**config.mk**
```make
export PLATFORM = sky130hd
export DESIGN_NAME = byte_mailbox
export DESIGN_NICKNAME = d
export VERILOG_FILES = /design/src/rtl/mbx_pkg.sv /design/src/rtl/mbx_buffer.sv /design/src/rtl/mbx_status.sv /design/src/rtl/mbx_irq.sv /design/src/rtl/byte_mailbox.sv
export SDC_FILE = /design/constraint.sdc
export NUM_CORES = 1
export LEC_CHECK = 0
export ABC_AREA = 1
export CAP_MARGIN = 20
export CORE_ASPECT_RATIO = 0.8
export CORE_MARGIN = 5
export CORE_UTILIZATION = 25
export DETAILED_ROUTE_END_ITERATION = 16
export GPL_TIMING_DRIVEN = 0
export SLEW_MARGIN = 20
export SYNTH_ARGS = -nofsm -noshare
export SYNTH_HDL_FRONTEND = slang
export SYNTH_SLANG_ARGS = --single-unit
```
**constraint.sdc**
```tcl
create_clock -name clk -period 1.15 [get_ports clk]
set_input_delay 0.345 -clock clk [delete_from_list [all_inputs] [get_ports clk]]
set_output_delay 0.345 -clock clk [all_outputs]
set_load 0.005 [all_outputs]
```
**src/rtl/mbx_pkg.sv**
```systemverilog
package mbx_pkg;

    localparam int BYTE_W = 8;
    localparam int ADDR_W = 2;

    typedef logic [BYTE_W-1:0] byte_t;

    // Status bit positions; peers decode these
    localparam int ST_OBF = 0;
    localparam int ST_IBF = 1;
    localparam int ST_CD  = 3;
    localparam byte_t ST_SW_MASK = 8'hF4;

    // Controller control register bit positions
    localparam int CT_IE      = 0;
    localparam int CT_OVR_IN  = 2;
    localparam int CT_OVR_OUT = 3;

    typedef enum logic [ADDR_W-1:0] {
        A_DATA = 2'd0,
        A_CSR  = 2'd1,
        A_CTRL = 2'd2,
        A_RSVD = 2'd3
    } addr_e;

    typedef struct packed {
        logic  wr;
        logic  rd;
        byte_t wdata;
    } buf_req_t;

    function automatic byte_t status_pack(byte_t sw, logic cd, logic ibf, logic obf);
        byte_t s;
        s = sw & ST_SW_MASK;
        s[ST_CD]  = cd;
        s[ST_IBF] = ibf;
        s[ST_OBF] = obf;
        return s;
    endfunction

endpackage

```
**src/rtl/mbx_buffer.sv**
```systemverilog
module mbx_buffer
    import mbx_pkg::*;
(
    input  logic     clk,
    input  logic     rst,
    input  buf_req_t req,
    input  logic     ovr_clr,
    output byte_t    data,
    output logic     full,
    output logic     ovr
);

    byte_t data_q;
    logic  full_q;
    logic  ovr_q;
    logic  overwrite;

    assign overwrite = req.wr && full_q && !req.rd;

    always_ff @(posedge clk) begin
        if (rst) begin
            data_q <= '0;
            full_q <= 1'b0;
            ovr_q  <= 1'b0;
        end else begin
            if (req.wr) begin
                data_q <= req.wdata;
            end
            if (req.wr) begin
                full_q <= 1'b1;
            end else if (req.rd) begin
                full_q <= 1'b0;
            end
            if (overwrite) begin
                ovr_q <= 1'b1;
            end else if (ovr_clr) begin
                ovr_q <= 1'b0;
            end
        end
    end

    assign data = data_q;
    assign full = full_q;
    assign ovr  = ovr_q;

    p_wr_sets_full_r2: assert property (@(posedge clk) disable iff (rst)
        req.wr |=> full);

    p_rd_clears_full_r4: assert property (@(posedge clk) disable iff (rst)
        (req.rd && !req.wr) |=> !full);

    p_overwrite_flags_r9: assert property (@(posedge clk) disable iff (rst)
        (req.wr && full && !req.rd) |=> (ovr && full));

    p_ovr_sticky_r9: assert property (@(posedge clk) disable iff (rst)
        (ovr && !ovr_clr) |=> ovr);

    p_same_cycle_no_ovr_r10: assert property (@(posedge clk) disable iff (rst)
        (req.wr && req.rd && !ovr) |=> (full && !ovr));

    p_data_holds_r11: assert property (@(posedge clk) disable iff (rst)
        !req.wr |=> $stable(data));

endmodule

```
**src/rtl/mbx_status.sv**
```systemverilog
module mbx_status
    import mbx_pkg::*;
(
    input  logic  clk,
    input  logic  rst,
    input  logic  sw_wr,
    input  byte_t sw_wdata,
    input  logic  cd_set,
    input  logic  cd_clr,
    input  logic  ibf,
    input  logic  obf,
    output byte_t status
);

    byte_t sw_q;
    logic  cd_q;

    always_ff @(posedge clk) begin
        if (rst) begin
            sw_q <= '0;
            cd_q <= 1'b0;
        end else begin
            if (sw_wr) begin
                sw_q <= sw_wdata & ST_SW_MASK;
            end
            if (cd_set) begin
                cd_q <= 1'b1;
            end else if (cd_clr) begin
                cd_q <= 1'b0;
            end
        end
    end

    assign status = status_pack(sw_q, cd_q, ibf, obf);

    p_cmd_marks_cd_r3: assert property (@(posedge clk) disable iff (rst)
        cd_set |=> status[ST_CD]);

    p_data_clears_cd_r2: assert property (@(posedge clk) disable iff (rst)
        (cd_clr && !cd_set) |=> !status[ST_CD]);

    p_sw_bits_follow_r6: assert property (@(posedge clk) disable iff (rst)
        sw_wr |=> ((status & ST_SW_MASK) == ($past(sw_wdata) & ST_SW_MASK)));

    p_cd_kept_on_sw_r6: assert property (@(posedge clk) disable iff (rst)
        (sw_wr && !cd_set && !cd_clr) |=> $stable(status[ST_CD]));

endmodule

```
**src/rtl/mbx_irq.sv**
```systemverilog
module mbx_irq (
    input  logic clk,
    input  logic rst,
    input  logic en_wr,
    input  logic en_wdata,
    input  logic full,
    output logic en,
    output logic irq
);

    logic en_q;

    always_ff @(posedge clk) begin
        if (rst) begin
            en_q <= 1'b0;
        end else if (en_wr) begin
            en_q <= en_wdata;
        end
    end

    assign en  = en_q;
    assign irq = full && en_q;

    p_irq_drops_on_disable_r8: assert property (@(posedge clk) disable iff (rst)
        (en_wr && !en_wdata) |=> !irq);

endmodule

```
**src/rtl/byte_mailbox.sv**
```systemverilog
module byte_mailbox
    import mbx_pkg::*;
(
    input  logic              clk,
    input  logic              rst,
    input  logic              h_wr,
    input  logic              h_rd,
    input  logic [ADDR_W-1:0] h_addr,
    input  logic [BYTE_W-1:0] h_wdata,
    output logic [BYTE_W-1:0] h_rdata,
    output logic              h_irq,
    input  logic              c_wr,
    input  logic              c_rd,
    input  logic [ADDR_W-1:0] c_addr,
    input  logic [BYTE_W-1:0] c_wdata,
    output logic [BYTE_W-1:0] c_rdata,
    output logic              c_irq
);

    // Address decode
    logic h_wr_data, h_wr_cmd, h_wr_ctrl, h_rd_data;
    logic c_wr_data, c_wr_stat, c_wr_ctrl, c_rd_data;

    assign h_wr_data = h_wr && (h_addr == A_DATA);
    assign h_wr_cmd  = h_wr && (h_addr == A_CSR);
    assign h_wr_ctrl = h_wr && (h_addr == A_CTRL);
    assign h_rd_data = h_rd && (h_addr == A_DATA);

    assign c_wr_data = c_wr && (c_addr == A_DATA);
    assign c_wr_stat = c_wr && (c_addr == A_CSR);
    assign c_wr_ctrl = c_wr && (c_addr == A_CTRL);
    assign c_rd_data = c_rd && (c_addr == A_DATA);

    buf_req_t in_req, out_req;
    byte_t    in_data, out_data, status;
    logic     ibf, obf, ovr_in, ovr_out;
    logic     h_en, c_en;

    assign in_req  = '{wr: h_wr_data || h_wr_cmd, rd: c_rd_data, wdata: h_wdata};
    assign out_req = '{wr: c_wr_data, rd: h_rd_data, wdata: c_wdata};

    mbx_buffer u_inbound (
        .clk     (clk),
        .rst     (rst),
        .req     (in_req),
        .ovr_clr (c_wr_ctrl && c_wdata[CT_OVR_IN]),
        .data    (in_data),
        .full    (ibf),
        .ovr     (ovr_in)
    );

    mbx_buffer u_outbound (
        .clk     (clk),
        .rst     (rst),
        .req     (out_req),
        .ovr_clr (c_wr_ctrl && c_wdata[CT_OVR_OUT]),
        .data    (out_data),
        .full    (obf),
        .ovr     (ovr_out)
    );

    mbx_status u_status (
        .clk      (clk),
        .rst      (rst),
        .sw_wr    (c_wr_stat),
        .sw_wdata (c_wdata),
        .cd_set   (h_wr_cmd),
        .cd_clr   (h_wr_data),
        .ibf      (ibf),
        .obf      (obf),
        .status   (status)
    );

    mbx_irq u_c_irq (
        .clk      (clk),
        .rst      (rst),
        .en_wr    (c_wr_ctrl),
        .en_wdata (c_wdata[CT_IE]),
        .full     (ibf),
        .en       (c_en),
        .irq      (c_irq)
    );

    mbx_irq u_h_irq (
        .clk      (clk),
        .rst      (rst),
        .en_wr    (h_wr_ctrl),
        .en_wdata (h_wdata[0]),
        .full     (obf),
        .en       (h_en),
        .irq      (h_irq)
    );

    // Read muxes
    always_comb begin
        h_rdata = '0;
        case (h_addr)
            A_DATA:  h_rdata = out_data;
            A_CSR:   h_rdata = status;
            A_CTRL:  h_rdata[0] = h_en;
            default: h_rdata = '0;
        endcase
    end

    always_comb begin
        c_rdata = '0;
        case (c_addr)
            A_DATA:  c_rdata = in_data;
            A_CSR:   c_rdata = status;
            A_CTRL: begin
                c_rdata[CT_IE]      = c_en;
                c_rdata[CT_OVR_IN]  = ovr_in;
                c_rdata[CT_OVR_OUT] = ovr_out;
            end
            default: c_rdata = '0;
        endcase
    end

    p_status_wr_no_host_irq_r7: assert property (@(posedge clk) disable iff (rst)
        (c_wr_stat && !h_irq && !h_wr) |=> !h_irq);

    p_out_wr_raises_host_irq_r8: assert property (@(posedge clk) disable iff (rst)
        (c_wr_data && h_en && !h_wr) |=> h_irq);

    p_in_wr_raises_ctl_irq_r8: assert property (@(posedge clk) disable iff (rst)
        ((h_wr_data || h_wr_cmd) && c_en && !c_wr) |=> c_irq);

    p_status_rd_keeps_flags_r11: assert property (@(posedge clk) disable iff (rst)
        (c_rd && c_addr == A_CSR && !c_wr && !h_wr && !h_rd) |=> ($stable(status) && $stable(c_irq) && $stable(h_irq)));

endmodule

```
==> Yosys cells after proc, flatten, opt, wreduce, memory -nomap -nowiden <==
Cells that the tools add are included.
Widths: inputs -> output; s select.
{ "totals": {"elab_cells": 56, "ff_bits": 28, "in_bits": 26, "out_inout_bits": 18} }
{ "classes": {"n_reduce_logical": 26, "mux": 16, "n_eq_ne": 4} }
{ "op_table": {"columns": ["operator", "count"], "rows": [
  ["$logic_and 1x1->1", 16],
  ["$pmux 7 s2", 1],
  ["$mux 1", 10],
  ["$reduce_bool 2->1", 5],
  ["$pmux 4 s2", 1],
  ["$pmux 1 s3", 2],
  ["$pmux 2 s3", 1],
  ["$eq 2x1->1 const B", 2],
  ["$eq 2x2->1 const B", 2],
  ["$logic_not 2->1", 2],
  ["$logic_not 1->1", 2],
  ["$pmux 1 s2", 1],
  ["$logic_or 1x1->1", 1]
]} }

==> Longest topological paths before layout <==
Gate-level depths: netlist of run 1.
{ "depth": {"word_depth": 6, "ltp_mapped": 6, "mapped_depth_nobuf": 6} }

==> Hierarchy <==
Synthesis of run 1 repeated with hierarchy kept, for this count alone.
{ "unflattened": {"hier_cells": 211, "hier_area_um2": 1472.7} }
{ "modules_own_cells": {"columns": ["mod", "instances", "cells_per_inst", "area_per_inst_um2", "seq_area_each_um2"], "rows": [
  ["mbx_buffer", 2, 44, 396.6, 200.2],
  ["byte_mailbox", 1, 75, 350.3, 0.0],
  ["mbx_status", 1, 30, 229.0, 120.1],
  ["mbx_irq", 2, 9, 50.0, 20.0]
]} }

==> Least setup slack after synthesis of run 1 <==
Ideal clock, no wire load.
{ "synth_timing": {"path_kind": "input -> output", "startpoint": "input h_addr[1]", "endpoint": "output h_rdata[1]", "slack_ns": 0.062, "n_path_buf": 0, "stages": 3, "t_required_ns": 0.805, "t_arrival_ns": 0.743, "path_cell_list": "nor2_2 nand2_1 o21ai_0"} }
{ "synth_via": {"elab_chain_cells": 2, "word_cells_on_any_way": 3, "cone_classes": "eq/ne (1); mux (1); reduce/logical (1)"} }
{ "synth_lines": {"columns": ["item", "line_no", "text"], "rows": [
  ["start: declaration", "byte_mailbox.sv:8", "input logic [ADDR_W-1:0] h_addr,"],
  ["$eq 2x1->1 / $logic_not 2->1 (equally long branches)", "byte_mailbox.sv:97", "case (h_addr)"],
  ["$pmux 7 s2 (*)", "byte_mailbox.sv:97", null],
  ["end: declaration", "byte_mailbox.sv:10", "output logic [BYTE_W-1:0] h_rdata,"]
]} }
Every way passes the cells marked *; elsewhere a longest branch is shown, timed or not.

==> Worst setup path in the final report of run 1 <==
{ "layout_timing": {"startpoint": "input h_addr[0]", "endpoint": "output h_rdata[1]"} }
Same word-level chain as after synthesis.

==> results of run 1 <==
area by class of cell:
cell class | count | share of cell area, %
Multi-Input combinational cell | 138 | 35.4
Sequential cell | 28 | 26.9
Timing Repair Buffer | 61 | 26.6
Inverter | 20 | 3.69
Tap cell | 62 | 3.63
Clock buffer | 4 | 2.58
Buffer | 3 | 0.995
Timing Repair inverter | 1 | 0.234
how the worst max path moves through the flow:
stage / end / startpoint / depth (start not counted)
floorplan: h_rdata[1] / h_addr[1] / 3
global placement: c_rdata[2] / c_addr[1] / 6
detailed placement: c_rdata[3] / c_addr[0] / 5
CTS: c_rdata[2] / c_addr[0] / 6
global route: c_rdata[2] / c_addr[1] / 6
finish: h_rdata[1] / h_addr[0] / 7
synth_stat cells, types with 2 or more instances:
master	n	share of area (%)
dfxtp_1	28	44
nor2_1	44	13
a21oi_1	6	2.4
nor2_2	2	0.98
nand3_1	9	3.5
nor2_4	3	2.7
o211ai_1	2	1.2
o21ai_0	29	11
inv_1	16	4.7
nand2_1	32	9.4
inv_2	3	0.89
clkbuf_1	2	0.59
o21ai_1	5	2.0
state kept, by name, indices dropped and copies added (netlist names):
register	flops
u_status.sw_q	5
u_h_irq.en	1
u_outbound.full	1
u_c_irq.en	1
u_inbound.full	1
u_status.cd_q	1
u_outbound.ovr	1
u_inbound.ovr	1
u_outbound.data	8
u_inbound.data	8
cells in the final DEF, fill, tap and decap left out, drive strengths merged:
cell	n
a211oi	1
dlygate4sd2	1
clkbuf	7
clkinv	2
dfxtp	28
nand3	9
clkdlybuf4s50	18
o211ai	2
a21oi	6
nor2	51
clkdlybuf4s15	1
nand2	34
inv	19
nand4	1
o21ai	34
buf	41
cells by family after synthesis:
family,after synthesis,synth area share [%]
buf+inv,23,6.89
compound gates,43,17.5
simple gates,93,31.5
flops,28,44.1
layer usage:
| metal | GRT usage (%) | routed length (um) |
|---|---|---|
| met4 | 3.02 | 36 |
| met5 | 0 | 0 |
| met2 | 21.7 | 1990 |
| met1 | 16.5 | 2060 |
| met3 | 2.76 | 179 |
repair_timing:
| action | in CTS | in global routing |
|---|---|---|
| gates resized for setup | 155 | 40 |
| cloned | 4 | 0 |
| pin swaps | 13 | 11 |
| buffers inserted | 15 | 2 |
| setup endpoints to repair | 45 | 22 |
per-stage QoR:
step / util [%] / power (W) / worst slack (ps) / TNS, ps
3_5_place_dp: 35.7 / 0.00141 / -1190 / -33420
2_1_floorplan: - / 0.00121 / 62.3 / 0
3_3_place_gp: 35.7 / 0.00141 / -1170 / -33000
4_1_cts: 41.0 / 0.00211 / -248 / -3290
5_1_grt: 42.9 / 0.00224 / -270 / -3560
6_report: 42.9 / 0.00213 / -246 / -2860
power by group:
part | total, W | internal [W] | switching (W)
clock | 0.000618 | 0.000307 | 0.000311
combinational | 0.000458 | 0.000234 | 0.000224
sequential | 0.00106 | 0.00102 | 0.0000331
total | 0.00213 | 0.00156 | 0.000568
==> results.md, run 1 <==
- Gate count after technology mapping: ~190
- Worst reg-to-reg setup slack: roughly 300 ps
- Initial Util: between 20% and 30%
- Clk_lat worst skew: 270 ps
- I/O pin cnt: between 40 and 50
- Final hold vios: 0
- DR pass1 iterations: 4
- Setup crit end kind: output pin
- Setup Viol. Count Final: 18
- Hold crit path type: input pin to flip-flop
- Buf/Inv on CP: 4
- Slowest Stage Delay on Critical Path: between 150 and 200 ps
- Iteration-0 DRC Markers: 102
- Placed Cells: ~290
- Routed vias/inst: 4.42
- Syn_nets: between 200 and 250
- Post-Syn Area: approximately 0.0013 mm^2
- Failing checks: negative setup slack
- Final non-filler cell total: around 320
- Clk sinks: 28
- Worst Tran Pin Value: between 200 and 300 ps
- Placer Congestion: 0.753
- Register area share after synthesis: ~44%
- Die Y: 73.8 um
- Slew Limit Fails: 0
- Sequential Area: between 500 and 600 um^2
- Core box area: around 0.005 mm^2
- #FFs+latches synth: 28
- Fill count: between 500 and 600
- Max IR drop VDD: between 0.5 and 0.6 mV
- Hold Path Cell Cnt: 2
- Multi-input gate area: ~760 um^2
- DRC Markers: 0
- Startpoint types: input pin
- Largest net degree at the start of global routing: 16
- FP Rows: 23
- Power per Cell Area: around 1000 mW/mm^2
- R2R cell count: 4
- RSZ-0062 raised after global routing: true
- Synth warnings: 0
- Antenna violations before repair: 0
- Placed Instance Area: ~0.0018 mm^2
- Rel. slew slack: between 80% and 90%
- Clock slew at reported path FFs: 100 ps
- Worst Clk Skew: roughly 1.5 ps
- Crit-path cells: buf_12 > nor2_4 > buf_6 > buf_6 > nand2_2 > o21ai_1 > buf_2
- WP data arrival: between 1000 and 1500 ps
- CTS Buf Count: 3
- Layout cells sized above 1: about 40%
- Top delay family on crit path: buffers and inverters
- CTS tree: built
- DP HPWL: about 2800 um
- Min-Delay Endpoint: u_c_irq.en
- Worst setup margin: -246 ps
- Design area: approximately 0.0021 mm^2
- Antenna Diode Count: 0
- Die width: 89.7 um
- Worst endpoint required time: slightly above 800 ps
- Die area: 0.00662 mm^2
- Vias in the first global route: between 1000 and 1500
- Area delta synth->final: 68.1%
- FMAX: approximately 720 MHz
- Clock Path Buffers: 2
- Reg2reg end: u_outbound.ovr
- Synthesized area per cell: between 6 and 7 um^2
- Crit path kind: input pin to output pin
- Slowest CP cell: nor2_4
- Asr flop ratio synth: 0%
- Antenna Nets Post-Route: 0
- Routed wire length: 4260 um
- Worst r2r src: u_outbound.full
- Predominant post-synthesis flop cell: dfxtp_1
- Status: complete, but fails checks
- Final hold slack: 335 ps
- Gr ovfl total: 0
- Hold Buf Count CTS: 0
- EDFF count, synth: 0
- Hold Path Origin: rst
- # Max-Cap Violations: 0
- DR WL/cell: approximately 13 um
- Overall Global Routing Usage: about an eighth
- First-pass GRT wire length: roughly 6700 um
- Post-layout min period: approximately 1400 ps
- Final Cycle Share: 121%
- CTS root buffer: clkbuf_8
- H-tree Lvls: 1
- Leak Pwr: around 0.94 nW
- CP most frequent cell: buf_6
- CP Max Fanout: 3
- PortBufs: 43
- Synth cell types: 19
- Nets: 282
- Via count: 1400
No activity file was read; power rests on OpenSTA's default activity.
==> run 2, diff against run 1 <==
--- a/config.mk
+++ b/config.mk
@@ -10,6 +10,8 @@
 export CORE_ASPECT_RATIO = 0.8
 export CORE_MARGIN = 5
 export CORE_UTILIZATION = 25
+export CTS_BUF_LIST = sky130_fd_sc_hd__clkbuf_4
+export CTS_CLUSTER_SIZE = 25
 export DETAILED_ROUTE_END_ITERATION = 16
 export GPL_TIMING_DRIVEN = 0
 export SLEW_MARGIN = 20
==> results.md, run 2 (same netlist as run 1, synthesis figures left out) <==
- Core box area: 0.00498 mm^2 (unchanged)
- Via count: 1400 (unchanged)
- Placer Congestion: 0.753 (unchanged)
- Routed vias/inst: 4.53 (+2.6%)
- Clk sinks: 28 (unchanged)
- CP Max Fanout: 2 (-1)
- RSZ-0062 raised after global routing: true
- Max IR drop VDD: 0.441 mV (-13%)
- Leak Pwr: 0.867 nW (-7.6%)
- H-tree Lvls: 1 (unchanged)
- FMAX: 706 MHz (-1.5%)
- Initial Util: 25.5% (unchanged)
- Clock slew at reported path FFs: 160 ps (+60 ps)
- Rel. slew slack: 81.0% (-1.1 points)
- Vias in the first global route: 1298 (-3.9%)
- DR WL/cell: 13.2 um (-1.9%)
- Die Y: 73.8 um (unchanged)
- Top delay family on crit path: flip-flops
- Total power draw: 0.00188 W (-12%)
- DP HPWL: 2790 um (unchanged)
- Status: complete, but fails checks
- Overall Global Routing Usage: 12.2% (-0.50 points)
- Slowest Stage Delay on Critical Path: 360 ps (+190 ps)
- Startpoint types: flip-flop
- Most frequent cells in the layout: nor2_1 (43), nand2_1 (28), o21ai_0 (18), clkdlybuf4s50_1 (18)
- Final hold vios: 0 (unchanged)
- CTS Buf Count: 3 (unchanged)
- Placed Instance Area: 0.00178 mm^2 (unchanged)
- Setup Viol. Count Final: 18 (unchanged)
- Antenna Diode Count: 0 (unchanged)
- Post-layout min period: 1420 ps (+20.9 ps)
- Area delta synth->final: 52.9%
- CTS root buffer: clkbuf_4
- Routed wire length: 4070 um (-4.3%)
- Hold crit path type: input pin to flip-flop
- DRC Markers: 0 (unchanged)
- Die area: 0.00662 mm^2 (unchanged)
- Design area: 0.00194 mm^2 (-9.1%)
- Gr ovfl total: 0 (unchanged)
- Setup crit end kind: output pin
- Final hold slack: 228 ps (-107 ps)
- Failing checks: negative setup slack
- Worst setup margin: -266 ps (-20.9 ps)
- Clock Path Buffers: 2 (unchanged)
- I/O pin cnt: 44 (unchanged)
- Worst Tran Pin Value: 284 ps (+15.8 ps)
- Fill count: 541 (+5.0%)
- Power per Cell Area: 969 mW/mm^2 (-2.9%)
- Crit path kind: flip-flop to output pin
- Worst Clk Skew: 0.899 ps (-0.619 ps)
- WP data arrival: 1070 ps (+20 ps)
- Largest net degree at the start of global routing: 16 (unchanged)
- Antenna Nets Post-Route: 0 (unchanged)
- Crit-path cells: inv_2 > o211ai_1 > buf_2
- DR pass1 iterations: 4 (unchanged)
- Iteration-0 DRC Markers: 110 (+7.8%)
- Die width: 89.7 um (unchanged)
- Slew Limit Fails: 0 (unchanged)
- CTS tree: built
- Final Cycle Share: 123% (+1.8 points)
- Antenna violations before repair: 0 (unchanged)
- First-pass GRT wire length: 6500 um (-3.6%)
- # Max-Cap Violations: 0 (unchanged)
- Clk_lat worst skew: 320 ps (+50 ps)
- Nets: 274 (-2.8%)
- Buf/Inv on CP: 2 (-2)
- Worst endpoint required time: 810 ps (about the same)
- Slowest CP cell: dfxtp_2
- Most common cell after layout, fill and taps aside: nor2_1
- FP Rows: 23 (unchanged)
- Hold Buf Count CTS: 0 (unchanged)
- PortBufs: 43 (unchanged)
- Layout cells sized above 1: 35.6% (-4.8 points)
run 2: worst paths after layout:
path | slack [ps] | endpoint | start | depth (start not counted)
min | 230 | u_status.cd_q | h_wr | 2
max reg2reg | 190 | u_inbound.ovr | u_inbound.full | 5
max | -270 | c_rdata[3] | u_status.cd_q | 3
min reg2reg | 470 | u_h_irq.en | u_h_irq.en | 2
run 2: cell type report:
cell class / instances / area (um^2) / area share (%)
repair inverters: 1 / 5.00 / 0.258
flip-flops and latches: 28 / 577 / 29.7
well taps: 62 / 77.6 / 3.99
multi-input cells: 138 / 724 / 37.3
clock inverters: 1 / 3.75 / 0.193
inverters: 20 / 81.3 / 4.19
clock buffers: 3 / 22.5 / 1.16
plain buffers: 3 / 21.3 / 1.09
repair buffers: 53 / 430 / 22.2
run 2: power by group:
group,internal [W],switching [W]
combinational,0.000188,0.000213
clock,0.000128,0.000298
sequential,0.00103,0.0000299
total,0.00134,0.000541
run 2: timing repair:
item,4_1_cts,5_1_grt
buffers inserted,8,1
pin swaps,17,5
setup endpoints to repair,45,30
resized for setup,153,16
gates cloned,3,1
run 2: metrics by stage:
stage	worst slack (ps)	std cells	setup TNS, ps	util [%]
6_report	-266	309	-3560	39.0
3_5_place_dp	-1190	292	-33420	35.7
4_1_cts	-286	307	-3830	37.8
3_3_place_gp	-1170	292	-33000	35.7
2_1_floorplan	62.3	187	0	-
5_1_grt	-343	309	-4650	39.0
run 2: metal layers:
layer	track usage, %	share of wire, %	up-vias	routed length [um]
met4	3.02	0.88	0	36
li1	-	-	729	-
met5	0	0	-	0
met2	19.8	44	36	1780
met1	16.5	50	633	2060
met3	2.76	4.9	2	200
